<file path="config.mk">
export PLATFORM = sky130hd
export DESIGN_NAME = standby_ctrl
export DESIGN_NICKNAME = d
export VERILOG_FILES = /design/src/rtl/standby_pkg.sv /design/src/rtl/standby_fsm.sv /design/src/rtl/stab_counter.sv /design/src/rtl/osc_gate.sv /design/src/rtl/standby_ctrl.sv
export SDC_FILE = /design/constraint.sdc
export NUM_CORES = 1
export LEC_CHECK = 0
export ABC_AREA = 1
export BUFFER_PORTS_ARGS = -buffer_cell sky130_fd_sc_hd__clkbuf_2
export CORE_ASPECT_RATIO = 1.25
export CORE_MARGIN = 1
export CORE_UTILIZATION = 45
export CTS_CLUSTER_DIAMETER = 80
export DETAILED_ROUTE_END_ITERATION = 8
export GPL_ROUTABILITY_DRIVEN = 0
export GPL_TIMING_DRIVEN = 0
export PLACE_DENSITY = 0.78
export SLEW_MARGIN = 5
export SYNTH_ARGS = -nofsm -noshare
export SYNTH_HDL_FRONTEND = slang
export SYNTH_SLANG_ARGS = --single-unit
</file>
<file path="constraint.sdc">
create_clock -name clk_i -period 1.5 [get_ports clk_i]
set_clock_uncertainty 0.05 [all_clocks]
set_input_delay 0.3 -clock clk_i [delete_from_list [all_inputs] [get_ports clk_i]]
set_output_delay 0.3 -clock clk_i [all_outputs]
set_load 0.01 [all_outputs]
</file>
<file path="src/rtl/standby_pkg.sv">
package standby_pkg;
  typedef enum logic [1:0] {
    ST_RUN  = 2'b00,
    ST_HALT = 2'b01,
    ST_STOP = 2'b10,
    ST_WAIT = 2'b11
  } sb_mode_e;

  localparam int unsigned NUM_OSC = 4;
  localparam int unsigned OSC_XTAL = 0;
  localparam int unsigned OSC_HSIO = 1;
  localparam int unsigned OSC_LSIO = 2;
  localparam int unsigned OSC_SUB  = 3;
endpackage

</file>
<file path="src/rtl/standby_fsm.sv">
module standby_fsm
  import standby_pkg::*;
(
  input  logic     clk_i,
  input  logic     rst_ni,
  input  logic     halt_req_i,
  input  logic     stop_req_i,
  input  logic     irq_pend_i,
  input  logic     sub_sel_i,
  input  logic     xtal_main_i,
  input  logic     stab_done_i,
  output logic     stab_load_o,
  output sb_mode_e state_o,
  output logic     err_o
);
  sb_mode_e state_q, state_d;
  logic     err_q, err_d;

  always_comb begin
    state_d     = state_q;
    err_d       = 1'b0;
    stab_load_o = 1'b0;
    unique case (state_q)
      ST_RUN: begin
        // pending interrupt drops any request
        if (!irq_pend_i) begin
          if (stop_req_i) begin
            if (sub_sel_i) err_d = 1'b1;
            else           state_d = ST_STOP;
          end else if (halt_req_i) begin
            state_d = ST_HALT;
          end
        end
      end
      ST_HALT: if (irq_pend_i) state_d = ST_RUN;
      ST_STOP: begin
        if (irq_pend_i) begin
          if (xtal_main_i) begin
            state_d     = ST_WAIT;
            stab_load_o = 1'b1;
          end else begin
            state_d = ST_RUN;
          end
        end
      end
      ST_WAIT: if (stab_done_i) state_d = ST_RUN;
      default: state_d = ST_RUN;
    endcase
  end

  always_ff @(posedge clk_i or negedge rst_ni) begin
    if (!rst_ni) begin
      state_q <= ST_RUN;
      err_q   <= 1'b0;
    end else begin
      state_q <= state_d;
      err_q   <= err_d;
    end
  end

  assign state_o = state_q;
  assign err_o   = err_q;
endmodule

</file>
<file path="src/rtl/stab_counter.sv">
module stab_counter #(
  parameter int unsigned CNT_W = 16
) (
  input  logic             clk_i,
  input  logic             rst_ni,
  input  logic             load_i,
  input  logic [CNT_W-1:0] len_i,
  output logic             done_o
);
  logic [CNT_W-1:0] cnt_q;

  always_ff @(posedge clk_i or negedge rst_ni) begin
    if (!rst_ni)              cnt_q <= '0;
    else if (load_i)          cnt_q <= len_i;
    else if (cnt_q != '0)     cnt_q <= cnt_q - 1'b1;
  end

  assign done_o = (cnt_q == '0);
endmodule

</file>
<file path="src/rtl/osc_gate.sv">
module osc_gate #(
  parameter int unsigned         N_OSC     = 4,
  parameter logic [N_OSC-1:0]    STOP_MASK = 4'b0011
) (
  input  logic             deep_i,
  output logic [N_OSC-1:0] en_o
);
  for (genvar i = 0; i < N_OSC; i++) begin : g_osc
    if (STOP_MASK[i]) begin : g_stoppable
      assign en_o[i] = !deep_i;
    end else begin : g_always
      assign en_o[i] = 1'b1;
    end
  end
endmodule

</file>
<file path="src/rtl/standby_ctrl.sv">
module standby_ctrl
  import standby_pkg::*;
#(
  parameter int unsigned CNT_W = 16
) (
  input  logic             clk_i,
  input  logic             rst_ni,
  input  logic             halt_req_i,
  input  logic             stop_req_i,
  input  logic             irq_pend_i,
  input  logic             sub_sel_i,
  input  logic             xtal_main_i,
  input  logic [CNT_W-1:0] stab_len_i,
  output logic             cpu_clk_en_o,
  output logic             cpu_run_o,
  output logic [1:0]       mode_o,
  output logic             stop_err_o,
  output logic             xtal_en_o,
  output logic             hsio_en_o,
  output logic             lsio_en_o,
  output logic             sub_en_o
);
  localparam logic [NUM_OSC-1:0] DEEP_MASK =
    NUM_OSC'((1 << OSC_XTAL) | (1 << OSC_HSIO));

  sb_mode_e           state;
  logic               stab_load, stab_done;
  logic [NUM_OSC-1:0] osc_en;

  standby_fsm u_fsm (
    .clk_i       (clk_i),
    .rst_ni      (rst_ni),
    .halt_req_i  (halt_req_i),
    .stop_req_i  (stop_req_i),
    .irq_pend_i  (irq_pend_i),
    .sub_sel_i   (sub_sel_i),
    .xtal_main_i (xtal_main_i),
    .stab_done_i (stab_done),
    .stab_load_o (stab_load),
    .state_o     (state),
    .err_o       (stop_err_o)
  );

  stab_counter #(.CNT_W(CNT_W)) u_cnt (
    .clk_i  (clk_i),
    .rst_ni (rst_ni),
    .load_i (stab_load),
    .len_i  (stab_len_i),
    .done_o (stab_done)
  );

  osc_gate #(.N_OSC(NUM_OSC), .STOP_MASK(DEEP_MASK)) u_osc (
    .deep_i (state == ST_STOP),
    .en_o   (osc_en)
  );

  assign cpu_clk_en_o = (state == ST_RUN);
  assign cpu_run_o    = (state == ST_RUN);
  assign mode_o       = state;
  assign xtal_en_o    = osc_en[OSC_XTAL];
  assign hsio_en_o    = osc_en[OSC_HSIO];
  assign lsio_en_o    = osc_en[OSC_LSIO];
  assign sub_en_o     = osc_en[OSC_SUB];
endmodule

</file>
**After elaboration in Yosys (flattened, before gate mapping)**

Index checks and enable logic that the tools add are counted.

- Equal/unequal tests: 9
- $add $sub $neg: 1
- Reduce and logical (&&, ||, !) cells: 6
- Mux-type cells: 18

Operators by type and width:

| kind | count |
|---|---|
| 2-to-1 mux 16 bit | 2 |
| logical NOT 16 bit | 1 |
| 2-to-1 mux 2 bit | 8 |
| nonzero test 16 bit | 1 |
| subtractor 16 x 1 -> 16 bit, second input constant | 1 |
| != test 2 bit, second input constant | 4 |
| case mux 2 bit (4 select lines) | 1 |
| 2-to-1 mux 1 bit | 7 |
| != test 3 bit, second input constant | 2 |
| AND reduction 6 bit | 1 |
| == test 2 bit, second input constant | 2 |
| == test 2 x 1 -> 1 bit, second input constant | 1 |
| logical NOT 2 bit | 1 |
| nonzero test 2 bit | 1 |
| logical NOT 1 bit | 1 |

- Bits in registers: 19
- Output and inout port bits: 9
- Input port bits: 23
- Logic and storage cells: 37

**Longest topological paths before layout**

Gate-level depths: netlist of run 1.

- Word-level depth: 4
- Mapped depth: 9
- Depth with buffers taken out: 9

**By module**

Synthesis of run 1 repeated with hierarchy kept, for this count alone.

- Cell total of the unflattened synthesis: 213
- Area, all modules: 1465.2 um^2

Modules (own cells, without submodules):

| module | area an instance (um^2) | instances | seq. area each (um^2) | cells each |
|---|---|---|---|---|
| stab_counter | 1184.9 | 1 | 400.4 | 167 |
| standby_fsm | 229.0 | 1 | 75.1 | 37 |
| osc_gate | 30.0 | 1 | 0.0 | 5 |
| standby_ctrl | 21.3 | 1 | 0.0 | 4 |

**Least setup slack after synthesis of run 1**

OpenSTA, ideal clock, no wires.

- Path kind: register -> register
- From: register u_fsm.state_q[0], in the netlist u_fsm.state_o[0]
- To: register u_fsm.state_q[0], in the netlist u_fsm.state_o[0]
- Setup slack: 0.087 ns
- Path buffers: 0
- Period minus slack after synthesis: 1.413 ns
- Data required time: 1.333 ns
- Setup time: 0.117 ns
- Cell stages (with the launch flop): 9
- Data arrival time: 1.246 ns
- Cell sequence: dfrtp_1 > nor2_2 > inv_2 > nand3_1 > nand2_1 > nor2_1 > nand2_1 > nor2_1 > nor2_1

- Word-level cells in the longest chain between the ends: 3
- Elaborated cells between the ends (all ways): 12
- Those cells by class: eq/ne: 9; mux: 1; reduce/logical: 2

Ends and longest elaborated chain:

| what | line | source |
|---|---|---|
| from (decl) | standby_fsm.sv:16 | `sb_mode_e state_q, state_d;` |
| from (signal assigned) | standby_fsm.sv:56 | `state_q <= state_d;` |
| logical NOT 2 bit (*) | -- |  |
| net cpu_clk_en_o | standby_ctrl.sv:14 | `output logic cpu_clk_en_o,` |
| != test 3 bit (no line) / != test 2 bit (equally long branches) | -- |  |
| AND reduction 6 bit (no line) | -- |  |

Mark *: on every way through the listed nets, which the timed path passes. The rest lies on a longest branch.
A chain may end at the register's enable or synchronous reset.

**Final worst setup path of run 1**

- From: register u_fsm.state_q[1], in the netlist u_fsm.state_o[1]
- To: output cpu_run_o

- Word-level cells in the longest chain between the ends: 1

Ends and longest elaborated chain:

| what | line | source |
|---|---|---|
| logical NOT 2 bit | standby_ctrl.sv:58 | `assign cpu_run_o = (state == ST_RUN);` |
| to (decl) | standby_ctrl.sv:15 | `output logic cpu_run_o,` |

Every way passes these cells.

==> summary.md, run 1 <==
| Metric | Value |
|---|---|
| CTS root buf | clkbuf_4 |
| Synth warn | 0 |
| Standby leakage power | slightly above 0.9 nW |
| Core area | between 0.002 and 0.003 sq mm |
| Vias in the first global route | approximately 1300 |
| Worst-path fanout max | 6 |
| RSZ-0062 raised after global routing | true |
| Top Ports | 32 |
| Family with the most delay on the worst path | flip-flops |
| Setup ws final | -0.02338 ns |
| DR WL/cell | roughly 12 microns |
| Critical Path RT | ~1.2 ns |
| Wire length on met1 | about 1400 microns |
| Hold/Removal Path Class | in2reg |
| FF+latch count, synth | 19 |
| Placed inst area | approximately 0.0015 sq mm |
| CTS clock-pin slew for the worst setup and hold paths | approximately 0.12 ns |
| Max clock buf depth | 2 |
| Final WL | approximately 3400 microns |
| Slowest cell on the critical path | dfrtp_2 |
| Seq/Total Area, Yosys | between 30% and 40% |
| Max Clk Rate | 656.4 MHz |
| Total GRT Usage | between 20% and 30% |
| Period minus WS final | around 1.5 ns |
| GR Overflow Total | 0 |
| Cell variety after synth | 21 |
| Layout Nets | 280 |
| Share of cells above drive strength 1 | 32.16% |
| Post-Syn Instances | around 210 |
| Die area | roughly 0.0032 sq mm |
| Critical-path cell list | nor2_4 > buf_6 > buf_6 |
| Clock latency on the worst-skew pair | approximately 0.31 ns |
| Diode count | 0 |
| Filler cell count | about 260 |
| Die height | 63.33 microns |
| CP startpoint kind | register |
| Crit path launch | u_fsm.state_o[1] |
| Number of port buffers | 29 |
| Synthesis-to-layout area growth | 30.31% |
| Status | finished, violations left |
| Via Count | between 1000 and 1500 |
| Starting Density | between 40% and 50% |
| Mean Syn Cell Area | around 6.3 sq um |
| CP dominant cell by count | buf_6 |
| CP Class | reg2out |
| Drt pass-1 iters | 4 |
| # Max-Cap Violations | 0 |
| Antenna violations before repair | 0 |
| Crit end category | output port |
| Largest net degree at the start of global routing | 20 |
| Final ANT Viol Nets | 0 |
| Clk sink count | 19 |
| Pwr Density | around 1800 mW/mm^2 |
| CTS tree | yes |
| Top layer reached by signal wires | met4 |
| Most common cell after layout, fill and taps aside | nand2_1 |
| CP max stage delay | between 0.4 and 0.5 ns |
| First-pass GRT wire length | approximately 5500 microns |
| DR DRC count | 0 |
| Final instance area | 0.001764 sq mm |
| Number of failing hold endpoints at the final stage | 0 |
| Setup TNS | -0.02338 ns |
| Failing checks | negative setup slack |
| Num rows | 21 |
| Met2 WL | 1837 microns |
| DP HPWL | 2398 microns |
| Die width | between 50 and 60 microns |
| Final-report setup violation count | 1 |
| CP bufs+invs | 2 |
| Critical Path AT | about 1.2 ns |
| Most frequent cells in the layout | 65 x nand2_1, 30 x nor2_1, 26 x clkbuf_2 |
| Mapped cell area | 0.001354 sq mm |
| Worst slack, placed | -0.1343 ns |
| H-tree levels | 1 |
| Cts bufs inserted | 3 |
| Design Power | 3.216 mW |
| Vias per Instance | between 5 and 6 |
| Reg-to-Reg Start | u_cnt.cnt_q[1] |
| Final Max Tran Viols | 0 |
| WL met3 | 153 microns |
| Final period utilization | 101.6% |
| Worst hold path startpoint | stab_len_i[6] |
| Detailed Route Iter0 Violations | a little over 50 |
| Peak VDD IR | about 1200 uV |
[cells by family after synthesis]
group / after synthesis / synth area share (%)
compound gates: 20 / 7.948
flops: 19 / 35.12
other cells: 1 / 0.2770
buf+inv: 31 / 10.17
fa+ha+maj: 1 / 0.9241
simple gates: 142 / 45.56
[cells in the mapped netlist]
master / number / area share [%]
inv_1: 18 / 5.0
nor2_1: 37 / 10
inv_2: 6 / 1.7
buf_2: 2 / 0.74
nand3_1: 19 / 7.0
nor2_4: 2 / 1.7
nand3_2: 2 / 1.5
or2_0: 4 / 1.8
nand2_1: 69 / 19
conb_1: 1 / 0.28
nor2_2: 6 / 2.8
dfrtp_1: 19 / 35
and2_1: 1 / 0.46
o21bai_1: 2 / 1.1
o21ai_1: 6 / 2.2
a21oi_1: 7 / 2.6
o211ai_1: 1 / 0.55
nand4_1: 2 / 0.92
o21ai_0: 4 / 1.5
buf_4: 5 / 2.8
ha_1: 1 / 0.92
[path summary, 6_finish.rpt]
| kind | to | slack, ns | cells past startpoint |
|---|---|---|---|
| max | cpu_run_o | -0.02 | 3 |
| min | u_cnt.cnt_q[6] | 0.15 | 3 |
| max reg2reg | u_cnt.cnt_q[15] | 0.02 | 9 |
| min reg2reg | u_cnt.cnt_q[0] | 0.54 | 2 |
| max in group asynchronous | u_fsm.state_o[0] | 0.61 | 2 |
| min in group asynchronous | u_cnt.cnt_q[4] | 0.42 | 2 |
[cell type report]
class	instances	area, sq um	area share [%]
plain buffers	6	52.55	2.979
clock inverters	1	5.005	0.2837
flip-flops and latches	19	481.7	27.30
repair buffers	37	220.2	12.48
clock buffers	3	22.52	1.277
inverters	24	90.09	5.106
multi-input cells	165	849.6	48.16
well taps	34	42.54	2.411
[metrics by stage]
stage / std cells / hold WS, ns / utilization (%)
after floorplan: 215 / -0.04559 / -
after global placement: 278 / 0.2352 / 56.01
after detailed placement: 278 / 0.2372 / 56.01
after CTS: 284 / 0.1315 / 59.64
after global routing: 289 / 0.1593 / 63.95
final: 289 / 0.1459 / 63.95
[where the power goes]
part / leakage [nW] / switching [mW] / internal (mW)
logic: 0.684 / 1.10 / 0.782
registers: 0.221 / 0.290 / 0.771
clock network: 0.0177 / 0.173 / 0.0996
[worst register-to-register path, cell delays in order, from the launching register on]
cell and delay (ns):
dfrtp_1 0.40, inv_2 0.10, ha_4 0.17, nand2_4 0.07
nor2_4 0.10, nand2_2 0.06, nor2_1 0.09, nand4_1 0.17
nand2_1 0.11, nor2_1 0.04
[what timing repair did]
item                       4_1_cts  5_1_grt
hold buffers                     1        0
setup endpoints to repair       20       22
setup buffers                    2        5
resized for setup               15       27
hold endpoints to repair        19        0
pin swaps                        4        8
[routing by layer]
| metal | vias to the layer above | track usage (%) |
|---|---|---|
| met5 | - | 0 |
| li1 | 744 | - |
| met1 | 683 | 25.53 |
| met4 | 0 | 8.333 |
| met3 | 7 | 3.382 |
| met2 | 43 | 39.31 |
[state kept, by name, summed over array words and instances (netlist names)]
register,cells
u_fsm.state_o,2
u_fsm.err_o,1
u_cnt.cnt_q,16
Power figures use the tool's default switching activity.
==> run 2, diff against run 1 <==
--- a/config.mk
+++ b/config.mk
@@ -14,7 +14,7 @@
 export DETAILED_ROUTE_END_ITERATION = 8
 export GPL_ROUTABILITY_DRIVEN = 0
 export GPL_TIMING_DRIVEN = 0
-export PLACE_DENSITY = 0.78
+export PLACE_DENSITY_LB_ADDON = 0.08
 export SLEW_MARGIN = 5
 export SYNTH_ARGS = -nofsm -noshare
 export SYNTH_HDL_FRONTEND = slang
==> summary.md, run 2 (same netlist as run 1, synthesis figures left out) <==
| Metric | Value |
|---|---|
| Vias per Instance | 4.920 (was 5.111) |
| Vias in the first global route | 1323 (was 1348) |
| Max Clk Rate | 660.4 MHz (was 656.4 MHz) |
| Critical Path AT | 1.16 ns (was 1.17 ns) |
| Largest net degree at the start of global routing | 20 (unchanged) |
| Clk pwr share | 8.7% (was 8.5%) |
| Final Max Tran Viols | 0 (unchanged) |
| Worst R2R Setup Slack | 0.04 ns (was 0.02 ns) |
| Seq pwr share | 33.3% (was 33.0%) |
| Final WL | 3131 microns (was 3407 microns) |
| Via Count | 1412 (was 1477) |
| Finished Layout Cells | 287 (was 289) |
| Max clock buf depth | 2 (unchanged) |
| Most common cell after layout, fill and taps aside | nand2_1 (unchanged) |
| Pint | 1.610 mW (was 1.652 mW) |
| RSZ-0062 raised after global routing | true (unchanged) |
| Share of cells above drive strength 1 | 31.23% (was 32.16%) |
| Cts bufs inserted | 3 (unchanged) |
| H-tree levels | 1 (unchanged) |
| CP Class | reg2out (unchanged) |
| Reg-to-Reg Start | u_cnt.cnt_q[1] (unchanged) |
| DR DRC count | 0 (unchanged) |
| First-pass GRT wire length | 5375 microns (was 5451 microns) |
| Clock latency on the worst-skew pair | 0.31 ns (about the same) |
| Most flop-heavy register | u_cnt.cnt_q (unchanged) |
| Standby leakage power | 0.9051 nW (was 0.9232 nW) |
| Die area | 0.003233 sq mm (unchanged) |
| Placed cells | 278 (unchanged) |
| Total GRT Usage | 21.78% (was 22.01%) |
| Worst-path fanout max | 6 (unchanged) |
| Final period utilization | 100.9% (was 101.6%) |
| DR WL/cell | 10.91 microns (was 11.79 microns) |
| Critical Path RT | 1.15 ns (about the same) |
| Synthesis-to-layout area growth | 28.47% (was 30.31%) |
| Layout Nets | 278 (was 280) |
| Number of flip-flops in the largest register | 16 (unchanged) |
| Final-report setup violation count | 1 (unchanged) |
| Diode count | 0 (unchanged) |
| Setup ws final | -0.01416 ns (was -0.02338 ns) |
| CP dominant cell by count | buf_6 (unchanged) |
| Worst flop-to-flop path endpoint | u_cnt.cnt_q[15] (unchanged) |
| Num rows | 21 (unchanged) |
| Design Power | 3.113 mW (was 3.216 mW) |
| R2R depth | 9 (unchanged) |
| Core area | 0.002759 sq mm (unchanged) |
| Die height | 63.33 microns (unchanged) |
| Most frequent cells in the layout | 65 x nand2_1, 29 x nor2_1, 27 x clkbuf_2 (was 65 x nand2_1, 30 x nor2_1, 26 x clkbuf_2) |
| Hold Path Sink | u_cnt.cnt_q[11] (was u_cnt.cnt_q[6]) |
| Critical-path cell list | nor2_4 > buf_6 > buf_6 (unchanged) |
| CTS clock-pin slew for the worst setup and hold paths | 0.12 ns (about the same) |
| Number of failing hold endpoints at the final stage | 0 (unchanged) |
| Number of port buffers | 29 (unchanged) |
| Antenna violations before repair | 0 (unchanged) |
| Crit end category | output port (unchanged) |
| Drt pass-1 iters | 4 (unchanged) |
| Die width | 51.06 microns (unchanged) |
| CTS root buf | clkbuf_4 (unchanged) |
| CTS tree | yes (unchanged) |
| Slowest cell on the critical path | dfrtp_2 (unchanged) |
| DP HPWL | 2422 microns (was 2398 microns) |
| P_sw | 1.503 mW (was 1.564 mW) |
| Pwr Density | 1790 mW/mm^2 (was 1823 mW/mm^2) |
| Top Ports | 32 (unchanged) |
| Final ANT Viol Nets | 0 (unchanged) |
| CP startpoint kind | register (unchanged) |
| Clk sink count | 19 (unchanged) |
| Detailed Route Iter0 Violations | 35 (was 51) |
| Period minus WS final | 1.514 ns (was 1.523 ns) |
| Peak VDD IR | 1328 uV (was 1234 uV) |
| Failing checks | negative setup slack (unchanged) |
| Hold/Removal Path Class | in2reg (unchanged) |
| GR Overflow Total | 0 (unchanged) |
| WHS | 0.1481 ns (was 0.1459 ns) |
| Sw Ratio | 48.28% (was 48.62%) |
| Logic pwr share | 58.0% (was 58.5%) |
| Status | finished, violations left (unchanged) |
| Worst hold path startpoint | stab_len_i[11] (was stab_len_i[6]) |
| # Max-Cap Violations | 0 (unchanged) |
| Starting Density | 49.07% (unchanged) |
| CP max stage delay | 0.47 ns (about the same) |
| Hold depth | 3 (unchanged) |
[run 2: final cells by class]
cell class	count	area [sq um]
clock buffers	3	22.52
flip-flops and latches	19	479.2
plain buffers	6	53.80
multi-input cells	165	847.1
clock inverters	1	5.005
well taps	34	42.54
inverters	24	90.09
repair buffers	35	198.9
fillers	280	1020
[run 2: what timing repair did]
action,in CTS,in global routing
buffers inserted,1,4
pin swaps,5,5
endpoints found under the setup margin,20,19
resized for setup,17,20
endpoints found under the hold margin,19,0
hold buffers,1,0
[run 2: worst max-delay path by stage]
stage	to	slack, ns	cells after the start	startpoint
finish	cpu_run_o	-0.01	3	u_fsm.state_o[1]
CTS	cpu_run_o	-0.01	3	u_fsm.state_o[1]
floorplan	u_fsm.state_o[0]	0.09	8	u_fsm.state_o[0]
global route	u_cnt.cnt_q[15]	-0.08	9	u_cnt.cnt_q[1]
global placement	u_cnt.cnt_q[5]	-0.11	7	u_cnt.cnt_q[0]
detailed placement	u_cnt.cnt_q[5]	-0.14	7	u_cnt.cnt_q[0]
[run 2: critical path: cells and delay by family, from the launching register on]
family | cells | cell delay, ns
buf+inv | 2 | 0.21
simple gates | 1 | 0.19
flops | 1 | 0.47
[run 2: through the flow]
stage               utilization (%)  worst slack, ns  TNS [ns]  instance area (sq um)
floorplan                         -          0.08664         0                   1358
global placement              56.01          -0.1087   -0.8656                   1545
detailed placement            56.01          -0.1431    -1.159                   1545
CTS                           59.64         -0.01435  -0.01435                   1645
global route                  63.04         -0.07649   -0.2895                   1739
finish                        63.04         -0.01416  -0.01416                   1739
[run 2: power by group through the flow]
stage	Clock [mW]	Sequential [mW]	Combinational (mW)
finish	0.270	1.04	1.81
floorplan	0	0.968	1.15
global route	0.286	1.07	2.07
global placement	0	1.01	1.48
detailed placement	0	1.01	1.49
CTS	0.268	1.02	1.62
[run 2: layer usage]
layer	global-route usage, %	wire, microns
met5	0	0
met4	11.11	68
met3	3.382	113
met2	38.98	1599
met1	23.93	1349
==> run 3, diff against run 2 <==
--- a/config.mk
+++ b/config.mk
@@ -15,6 +15,7 @@
 export GPL_ROUTABILITY_DRIVEN = 0
 export GPL_TIMING_DRIVEN = 0
 export PLACE_DENSITY_LB_ADDON = 0.08
+export SKIP_CTS_REPAIR_TIMING = 1
 export SLEW_MARGIN = 5
 export SYNTH_ARGS = -nofsm -noshare
 export SYNTH_HDL_FRONTEND = slang
==> constraint.sdc (replaced) <==
create_clock -name clk_i -period 1.6 [get_ports clk_i]
set_clock_uncertainty 0.05 [all_clocks]
set_input_delay 0.32 -clock clk_i [delete_from_list [all_inputs] [get_ports clk_i]]
set_output_delay 0.32 -clock clk_i [all_outputs]
set_load 0.01 [all_outputs]
==> summary.md, run 3 (same netlist as run 1, synthesis figures left out) <==
| Metric | Value |
|---|---|
| Status | finished clean (was finished, violations left) |
| Design Power | 2.686 mW (was 3.113 mW) |
| WHS | 0.1458 ns (was 0.1481 ns) |
| Clk sink count | 19 (unchanged) |
| Detailed Route Iter0 Violations | 20 (was 35) |
| CP startpoint kind | register (unchanged) |
| Number of failing hold endpoints at the final stage | 0 (unchanged) |
| RSZ-0062 raised after global routing | false (was true) |
| CTS clock-pin slew for the worst setup and hold paths | 0.12 ns (about the same) |
| Largest net degree at the start of global routing | 20 (unchanged) |
| First-pass GRT wire length | 5299 microns (was 5375 microns) |
| Most flop-heavy register | u_cnt.cnt_q (unchanged) |
| Drt pass-1 iters | 5 (was 4) |
| Hold/Removal Path Class | in2reg (unchanged) |
| Most common cell after layout, fill and taps aside | nand2_1 (unchanged) |
| Clock latency on the worst-skew pair | 0.30 ns (was 0.31 ns) |
| Final ANT Viol Nets | 0 (unchanged) |
| H-tree levels | 1 (unchanged) |
| Register cell area after layout | 478.0 sq um (was 479.2 sq um) |
| Total GRT Usage | 21.49% (was 21.78%) |
| Filler cell count | 296 (was 280) |
| Max Clk Rate | 670.8 MHz |
| CP bufs+invs | 3 (was 2) |
| CTS root buf | clkbuf_4 (unchanged) |
| Pwr Density | 1639 mW/mm^2 (was 1790 mW/mm^2) |
| Cts bufs inserted | 3 (unchanged) |
| Die width | 51.06 microns (unchanged) |
| Crit end category | output port (unchanged) |
| DR DRC count | 0 (unchanged) |
| Final WL | 3029 microns (was 3131 microns) |
| Slowest cell on the critical path | dfrtp_2 (unchanged) |
| Final period utilization | about 93% |
| Die area | 0.003233 sq mm (unchanged) |
| Family with the most delay on the worst path | flip-flops (unchanged) |
| Die height | 63.33 microns (unchanged) |
| CP max stage delay | 0.45 ns (was 0.47 ns) |
| Setup TNS | 0 ns (was -0.01416 ns) |
| CTS tree | yes (unchanged) |
| Area occupied by multi-input gates | 789.5 sq um (was 847.1 sq um) |
| Most frequent cells in the layout | 68 x nand2_1, 34 x nor2_1, 28 x clkbuf_2 (was 65 x nand2_1, 29 x nor2_1, 27 x clkbuf_2) |
| Final Max Tran Viols | 0 (unchanged) |
| Critical-path cell list | inv_2 > nor2_4 > inv_2 > clkbuf_2 (was nor2_4 > buf_6 > buf_6) |
| DP HPWL | 2422 microns (unchanged) |
| Starting Density | 49.07% (unchanged) |
| Top Ports | 32 (unchanged) |
| GR Overflow Total | 0 (unchanged) |
| Vias in the first global route | 1321 (was 1323) |
| Number of port buffers | 29 (unchanged) |
| Share of cells above drive strength 1 | 26.10% (was 31.23%) |
| Core area | 0.002759 sq mm (unchanged) |
| CP Class | reg2out (unchanged) |
| Final-report setup violation count | 0 (was 1) |
| DR WL/cell | 10.70 microns (was 10.91 microns) |
| Worst-path fanout max | 5 (was 6) |
| # Max-Cap Violations | 0 (unchanged) |
| Max clock buf depth | 2 (unchanged) |
| Via Count | 1394 (was 1412) |
| Num rows | 21 (unchanged) |
| Number of flip-flops in the largest register | 16 (unchanged) |
| Critical Path AT | 1.12 ns (was 1.16 ns) |
| Peak VDD IR | 1057 uV (was 1328 uV) |
| Diode count | 0 (unchanged) |
| CP dominant cell by count | inv_2 (was buf_6) |
| Vias per Instance | 4.926 (was 4.920) |
| Synthesis-to-layout area growth | 21.07% (was 28.47%) |
| Period minus WS final | around 1.5 ns |
| Critical Path RT | 1.23 ns (was 1.15 ns) |
| Antenna violations before repair | 0 (unchanged) |
| Layout Nets | 274 (was 278) |
| Standby leakage power | 0.8640 nW (was 0.9051 nW) |
## run 3: final cells by class
class,instances,share of cell area (%)
inverter,24,5.496
buffer,5,2.137
tap,34,2.595
clock buffer,3,1.374
multi-input combinational,165,48.17
clock inverter,1,0.3053
timing repair buffer,32,10.76
sequential,19,29.16
## run 3: final timing paths
check / start / end / slack, ns / depth (start not counted)
hold / removal: irq_pend_i / u_fsm.err_o / 0.15 / 2
max in group asynchronous: rst_ni / u_fsm.state_o[0] / 0.72 / 2
setup reg to reg: u_cnt.cnt_q[0] / u_cnt.cnt_q[15] / 0.11 / 9
min in group asynchronous: rst_ni / u_cnt.cnt_q[5] / 0.44 / 2
setup / recovery: u_fsm.state_o[1] / hsio_en_o / 0.11 / 4
hold reg to reg: u_cnt.cnt_q[1] / u_cnt.cnt_q[1] / 0.52 / 2
## run 3: worst register-to-register path: stages, from the launching register on
cell and delay (ns):
dfrtp_1 0.40, inv_2 0.09, ha_4 0.14, nand2_1 0.09, nor2_2 0.16, nand2_1 0.08
nor2_1 0.09, nand4_1 0.14, nand2_1 0.12, nor2_1 0.04
## run 3: where the power goes
part / internal, mW / switching, mW
registers: 0.715 / 0.241
clock network: 0.0933 / 0.159
logic: 0.580 / 0.899
total: 1.39 / 1.30
## run 3: stage by stage
step | utilization (%) | instance area, sq um | instances | worst slack (ns)
6_report | 59.41 | 1639 | 283 | 0.1091
5_1_grt | 59.41 | 1639 | 283 | 0.01077
4_1_cts | 57.01 | 1573 | 282 | -0.07837
3_5_place_dp | 56.01 | 1545 | 278 | -0.04306
3_3_place_gp | 56.01 | 1545 | 278 | -0.008682
2_1_floorplan | - | 1358 | 215 | 0.1866
## run 3: per-layer routing
metal	share of wire, %	global-route usage (%)	vias to the layer above
li1	-	-	730
met1	44	23.78	628
met2	50	38.16	28
met3	2.8	3.382	8
met4	2.7	11.11	0
met5	0	0	-
